## src/rtl/dt_crc_ctl.sv

```systemverilog
module dt_crc_ctl #(
  parameter int INTV_W = 4,
  parameter logic [31:0] POLY = 32'h04C11DB7,
  parameter logic [31:0] SEED = 32'hFFFFFFFF
) (
  input  logic        clk,
  input  logic        rst_n,
  input  logic        wr_en,
  input  logic        rd_en,
  input  logic [1:0]  addr,
  input  logic [7:0]  wdata,
  output logic [7:0]  rdata,
  input  logic        target_mode,
  input  logic        dt_in,
  input  logic        dt_out,
  input  logic        data_stb,
  input  logic [7:0]  data_byte,
  input  logic        chk_stb,
  input  logic [31:0] rx_crc,
  input  logic        reseed_stb,
  input  logic        phase_chg,
  input  logic        crc_req_in,
  input  logic        par_int_en,
  output logic        crc_req,
  output logic [31:0] crc_val,
  output logic        irq_crc
);
  localparam int CNT_W = (1 << INTV_W) + 1;

  logic              dis_chk, dis_proto, auto_seed, tst_seed, err, proto_err, pending;
  logic [INTV_W-1:0] intv;
  logic [CNT_W-1:0]  cnt;

  function automatic logic [31:0] crc_step(input logic [31:0] c, input logic [7:0] d);
    logic [31:0] r;
    r = c;
    for (int i = 7; i >= 0; i--) begin
      if (r[31] ^ d[i]) r = {r[30:0], 1'b0} ^ POLY;
      else              r = {r[30:0], 1'b0};
    end
    return r;
  endfunction

  wire wr0     = wr_en && addr == 2'd0;
  wire wr1     = wr_en && addr == 2'd1;
  wire rd_is   = rd_en && addr[1];
  wire dt      = dt_in || dt_out;
  wire cnt_en  = data_stb && target_mode && dt;
  wire cnt_rst = wr0 && wdata[5];
  wire [CNT_W-1:0] limit = {{(CNT_W-2){1'b0}}, 2'd2} << intv;
  wire hit     = cnt_en && (cnt + 1'b1 == limit);
  wire chk     = chk_stb && dt_in;
  wire mismatch = chk && (crc_val != rx_crc);
  wire set_err = mismatch && !dis_chk;
  wire reseed  = tst_seed || reseed_stb || (chk && auto_seed);

  always_ff @(posedge clk) begin
    if (!rst_n) begin
      dis_chk <= 1'b0; dis_proto <= 1'b0; intv <= '0;
      auto_seed <= 1'b0; tst_seed <= 1'b0;
    end else begin
      if (wr0) begin
        dis_chk   <= wdata[7];
        dis_proto <= wdata[6];
        intv      <= wdata[INTV_W-1:0];
      end
      if (wr1) auto_seed <= wdata[5];
      tst_seed <= wr1 && wdata[4];
    end
  end

  always_ff @(posedge clk) begin
    if (!rst_n) begin
      cnt <= '0; crc_req <= 1'b0;
    end else begin
      crc_req <= hit && !cnt_rst;
      if (cnt_rst || hit) cnt <= '0;
      else if (cnt_en)    cnt <= cnt + 1'b1;
    end
  end

  always_ff @(posedge clk) begin
    if (!rst_n)        crc_val <= SEED;
    else if (reseed)   crc_val <= SEED;
    else if (data_stb) crc_val <= crc_step(crc_val, data_byte);
  end

  always_ff @(posedge clk) begin
    if (!rst_n) err <= 1'b0;
    else if (set_err) err <= 1'b1;
    else if ((wr1 && wdata[7]) || rd_is) err <= 1'b0;
  end

  always_ff @(posedge clk) begin
    if (!rst_n) begin
      pending <= 1'b0; proto_err <= 1'b0;
    end else begin
      if (phase_chg || crc_req || crc_req_in) pending <= 1'b0;
      else if (data_stb && dt) pending <= 1'b1;
      if (phase_chg && pending && !crc_req && !crc_req_in && !dis_proto) proto_err <= 1'b1;
      else if (rd_en && addr == 2'd3) proto_err <= 1'b0;
    end
  end

  assign irq_crc = err && !dis_chk && par_int_en;

  always_comb begin
    case (addr)
      2'd0:    rdata = {dis_chk, dis_proto, 2'b00, {(4-INTV_W){1'b0}}, intv};
      2'd1:    rdata = {err, 1'b0, auto_seed, tst_seed, 4'b0000};
      2'd2:    rdata = {7'd0, irq_crc};
      default: rdata = {7'd0, proto_err};
    endcase
  end

  a_r7_req_one_cycle: assert property (@(posedge clk) disable iff (!rst_n)
    crc_req |=> !crc_req);
  a_r7_req_target_only: assert property (@(posedge clk) disable iff (!rst_n)
    $rose(crc_req) |-> $past(target_mode && (dt_in || dt_out) && data_stb));
  a_r4_no_set_when_disabled: assert property (@(posedge clk) disable iff (!rst_n)
    (dis_chk && !wr0) |=> !$rose(err));
  a_r5_write_clear: assert property (@(posedge clk) disable iff (!rst_n)
    (wr1 && wdata[7] && !chk_stb) |=> !err);
  a_r5_read_clear: assert property (@(posedge clk) disable iff (!rst_n)
    (rd_en && addr[1] && !chk_stb) |=> !err);
  a_r8_reset_blocks_req: assert property (@(posedge clk) disable iff (!rst_n)
    (wr_en && addr == 2'd0 && wdata[5]) |=> !crc_req);
  a_r11_test_seed: assert property (@(posedge clk) disable iff (!rst_n)
    (wr_en && addr == 2'd1 && wdata[4]) |=> ##1 (crc_val == SEED));
endmodule

```

## config.mk

```make
export PLATFORM = sky130hd
export DESIGN_NAME = dt_crc_ctl
export DESIGN_NICKNAME = d
export VERILOG_FILES = /design/src/rtl/dt_crc_ctl.sv
export SDC_FILE = /design/constraint.sdc
export NUM_CORES = 1
export LEC_CHECK = 0
export BUFFER_PORTS_ARGS = -buffer_cell sky130_fd_sc_hd__buf_2
export CORE_ASPECT_RATIO = 0.6
export CORE_MARGIN = 2
export CORE_UTILIZATION = 24
export CTS_CLUSTER_SIZE = 28
export DETAILED_ROUTE_END_ITERATION = 12
export HOLD_SLACK_MARGIN = 0.15
export PLACE_DENSITY = 0.4
export SETUP_SLACK_MARGIN = 0.5
export SYNTH_ARGS = -nofsm -noshare
export SYNTH_HDL_FRONTEND = slang
export SYNTH_SLANG_ARGS = --single-unit
```

## constraint.sdc

```tcl
create_clock -name clk -period 3.3 [get_ports clk]
set_input_delay 0.33 -clock clk [delete_from_list [all_inputs] [get_ports clk]]
set_output_delay 0.33 -clock clk [all_outputs]
set_load 0.01 [all_outputs]
```

==> results.tsv <==
stage	metric	value	unit
outcome	run_status	completed	
route	dr.first_iter.drc_count	261	
place	dp.final_hpwl	10380	um
critical_path	cpPeakStageDelay	410	ps
timing	hold_viol_final	0	
clock_tree	clkLatencyLatePin	320	ps
critical_path	cp.required	3510	ps
route	drt_pass1_iterations	5	
floorplanning	start_util	24.84	%
timing	slew_viol_final	0	
cells_and_area	area_growth	27.37	%
global_route	grt_remaining_overflow	0	
place	io_buffers	104	
synthesis	ys_types	44	
synthesis	syn_nets	579	
route	postRouteAntennaNets	0	
timing	min_period_over_period	78.30	%
clock_tree	clkTransAtPathRegs	50	ps
floorplanning	rows	36	
critical_path	rr_worst_depth	9	
cells_and_area	final_nets	680	
floorplanning	die_x	172.2	um
timing	finalSetupViolations	0	
power_and_ir_drop	power.share.sequential	33.7	%
synthesis	synth_area_leaders	dfxtp_1 (30%), xnor2_1 (23%), nand2_1 (9.9%)	
floorplanning	die_h	104.9	um
critical_path	crit_path_end_kind	register	
synthesis	synth-seq-area-share	29.98	%
floorplanning	die_area	0.01806	mm2
critical_path	cpMaxStageDelayCell	a2111o_1	
timing	rsz0062_at_grt	no	
global_route	antenna_found_initial	0	
synthesis	yosysWarnings	0	
cells_and_area	fin_util	31.64	%
route	route.detailed.drc	0	
power_and_ir_drop	p_per_area	488.8	mW/mm2
synthesis	ys_async_sr_fraction	0	%
global_route	grt_max_degree	63	
route	via_count	3798	
power_and_ir_drop	pwr-share-clk	35.7	%
critical_path	crit_chain	ha_2 > nand3_2 > o21a_1 > or3_1 > a21o_1 > a2111o_1 > o311ai_4 > buf_4 > nor2_1	
route	totalWireLength	13190	um
timing	tightest_slew	914.1	ps
timing	finClkSkew	10.03	ps
clock_tree	cts_sinks	61	
power_and_ir_drop	p_leak	1.921	nW
min_path	min_path_type	in -> reg	
global_route	grt_use_total	14.90	%
cells_and_area	antennaDiodeCount	0	
flow_run	drv_cap	0	
place	gp_congestion	0.8822	
cells_and_area	final_common_cell	nand2_1	
critical_path	r2r_end	cnt[12]	
route	wl_per_cell	15.53	um
critical_path	r2r_setup_slack	720	ps
global_route	grt_pass1_vias	3463	
synthesis	synth_edf_count	0	
clock_tree	cts-hold-fix-buffers	0	
timing	hold_ws	238.9	ps
global_route	grt_pass1_wl	20340	um
min_path	hold_path_depth	3	
synthesis	synth_seq_cells	61	
power_and_ir_drop	power_switching	0.0008247	W
timing	fmax	387.0	MHz
synthesis	synth_top_area_cell	dfxtp_1	
clock_tree	cts_root_buf	clkbuf_16	
floorplanning	core-area	0.01640	mm2
cells_and_area	mostFrequentLayoutCells	nand2_1 (107), xnor2_1 (106), buf_2 (104), dfxtp_1 (58), o21ai_0 (32)	
synthesis	syn_area_per_cell	7.908	um2
clock_tree	numCtsBuffers	9	
critical_path	worst-path-max-fanout	9	
critical_path	path_class	reg -> reg	
clock_tree	cts_setup_buffers	0	
min_path	min_to	tst_seed	
power_and_ir_drop	p_comb_share	30.5	%
power_and_ir_drop	vdd_drop_max	0.0001858	V
clock_tree	cts_tree	done	
cells_and_area	drive_above_1_share	23.35	%
critical_path	critPathArrivalTime	2790	ps
critical_path	r2r-start	cnt[1]	
min_path	hold_start	wdata[4]	
power_and_ir_drop	power.internal	0.001711	W
synthesis	syn_inst	515	
timing	post-route-min-period	2584	ps
power_and_ir_drop	switching_share	32.53	%
synthesis	synthFlopType	dfxtp_1	
synthesis	syn_area	0.004073	mm2
clock_tree	cts.path.max_buffers	2	
route	viasPerCell	4.473	
timing	slew_headroom	38.62	%
critical_path	start_kind	register	
clock_tree	h-tree-depth	3	
timing	tns	0	ps
synthesis	synth_top_area_share	29.98	%
floorplanning	ios	105	
-- registers in the layout, summed over array words and instances (netlist names) --
| signal | cells |
|---|---|
| pending | 1 |
| crc_val | 32 |
| proto_err | 1 |
| err | 1 |
| cnt | 17 |
| auto_seed | 1 |
| dis_chk | 1 |
| tst_seed | 1 |
| crc_req | 1 |
| intv | 4 |
| dis_proto | 1 |
-- metal layers --
metal  track usage [%]  vias to the layer above  wire (um)
li1                  -                     1931          -
met1             26.00                     1754       7748
met2             16.92                      106       4588
met3             3.485                        7        760
met4             3.001                        0         88
met5                 0                        -          0
-- repair_timing --
action                                 4_1_cts  5_1_grt
setup endpoints to repair                    0       16
endpoints found under the hold margin        0        0
resized for setup                            0        7
-- cell type report --
class | instances | area [um2]
clock buffers | 13 | 270.3
clock inverters | 3 | 18.77
repair buffers | 119 | 633.1
inverters | 2 | 7.507
well taps | 228 | 285.3
flip-flops and latches | 61 | 1225
fillers | 1810 | 11210
multi-input cells | 423 | 2748
-- through the flow --
| stage | setup WS [ps] | area [um2] | total power [W] | instances |
|---|---|---|---|---|
| 2_1_floorplan | 737.3 | 4073 | 0.001396 | 515 |
| 3_3_place_gp | 706.8 | 4873 | 0.001639 | 833 |
| 3_5_place_dp | 621.0 | 4873 | 0.001637 | 833 |
| 4_1_cts | 608.3 | 5162 | 0.002561 | 849 |
| 5_1_grt | 532.2 | 5187 | 0.002690 | 849 |
| 6_report | 716.3 | 5187 | 0.002535 | 849 |
-- cell usage after synthesis, drive strengths merged (2+ instances only) --
library cell / instances
a21boi: 7
nand4: 17
nor2b: 2
mux2: 2
nor2: 29
nand3: 12
o21a: 4
buf: 13
o21ai: 32
xor2: 30
clkbuf: 16
mux2i: 5
xnor2: 106
nand4b: 4
nor3: 7
a31oi: 4
a21oi: 3
a211oi: 2
nor4bb: 3
nor4b: 4
inv: 2
or3: 2
and3: 7
o21bai: 2
nor4: 8
dfxtp: 61
and2: 11
nand2: 107
-- worst max path at each step --
stage               startpoint      end  slack (ps)  depth (start not counted)
CTS                    intv[1]  cnt[12]         610                          7
finish                  cnt[1]  cnt[12]         720                          9
detailed placement      cnt[0]  cnt[14]         620                          9
global placement        cnt[0]  cnt[13]         710                          9
floorplan               cnt[0]  cnt[12]         740                          9
global route            cnt[0]  cnt[15]         530                         10
-- power groups by stage --
stage | Clock (W) | Sequential, W | Combinational (W)
after detailed placement | 0 | 0.000869 | 0.000768
after CTS | 0.000932 | 0.000853 | 0.000776
final | 0.000906 | 0.000855 | 0.000774
after floorplan | 0 | 0.000860 | 0.000537
after global placement | 0 | 0.000868 | 0.000771
after global routing | 0.000967 | 0.000863 | 0.000860
-- logic make-up after synthesis --
kind of cell	count (synthesis)	share of synthesized area [%]
compound gates	63	10.05
xor+xnor	136	29.25
fa+ha+maj	1	0.3072
buf+inv	31	3.226
flops	61	29.98
mux	7	1.782
simple gates	216	25.41
-- worst max-delay path: cells and delay by family, from the launching register on --
family / cells / cell delay [ps]
AO/OA/AOI/OAI: 4 / 1060
AND/OR/NAND/NOR: 3 / 520
flip-flops: 1 / 400
adder cells (fa/ha/maj): 1 / 280
buffers and inverters: 1 / 210
(Power assumes the default switching activity.)
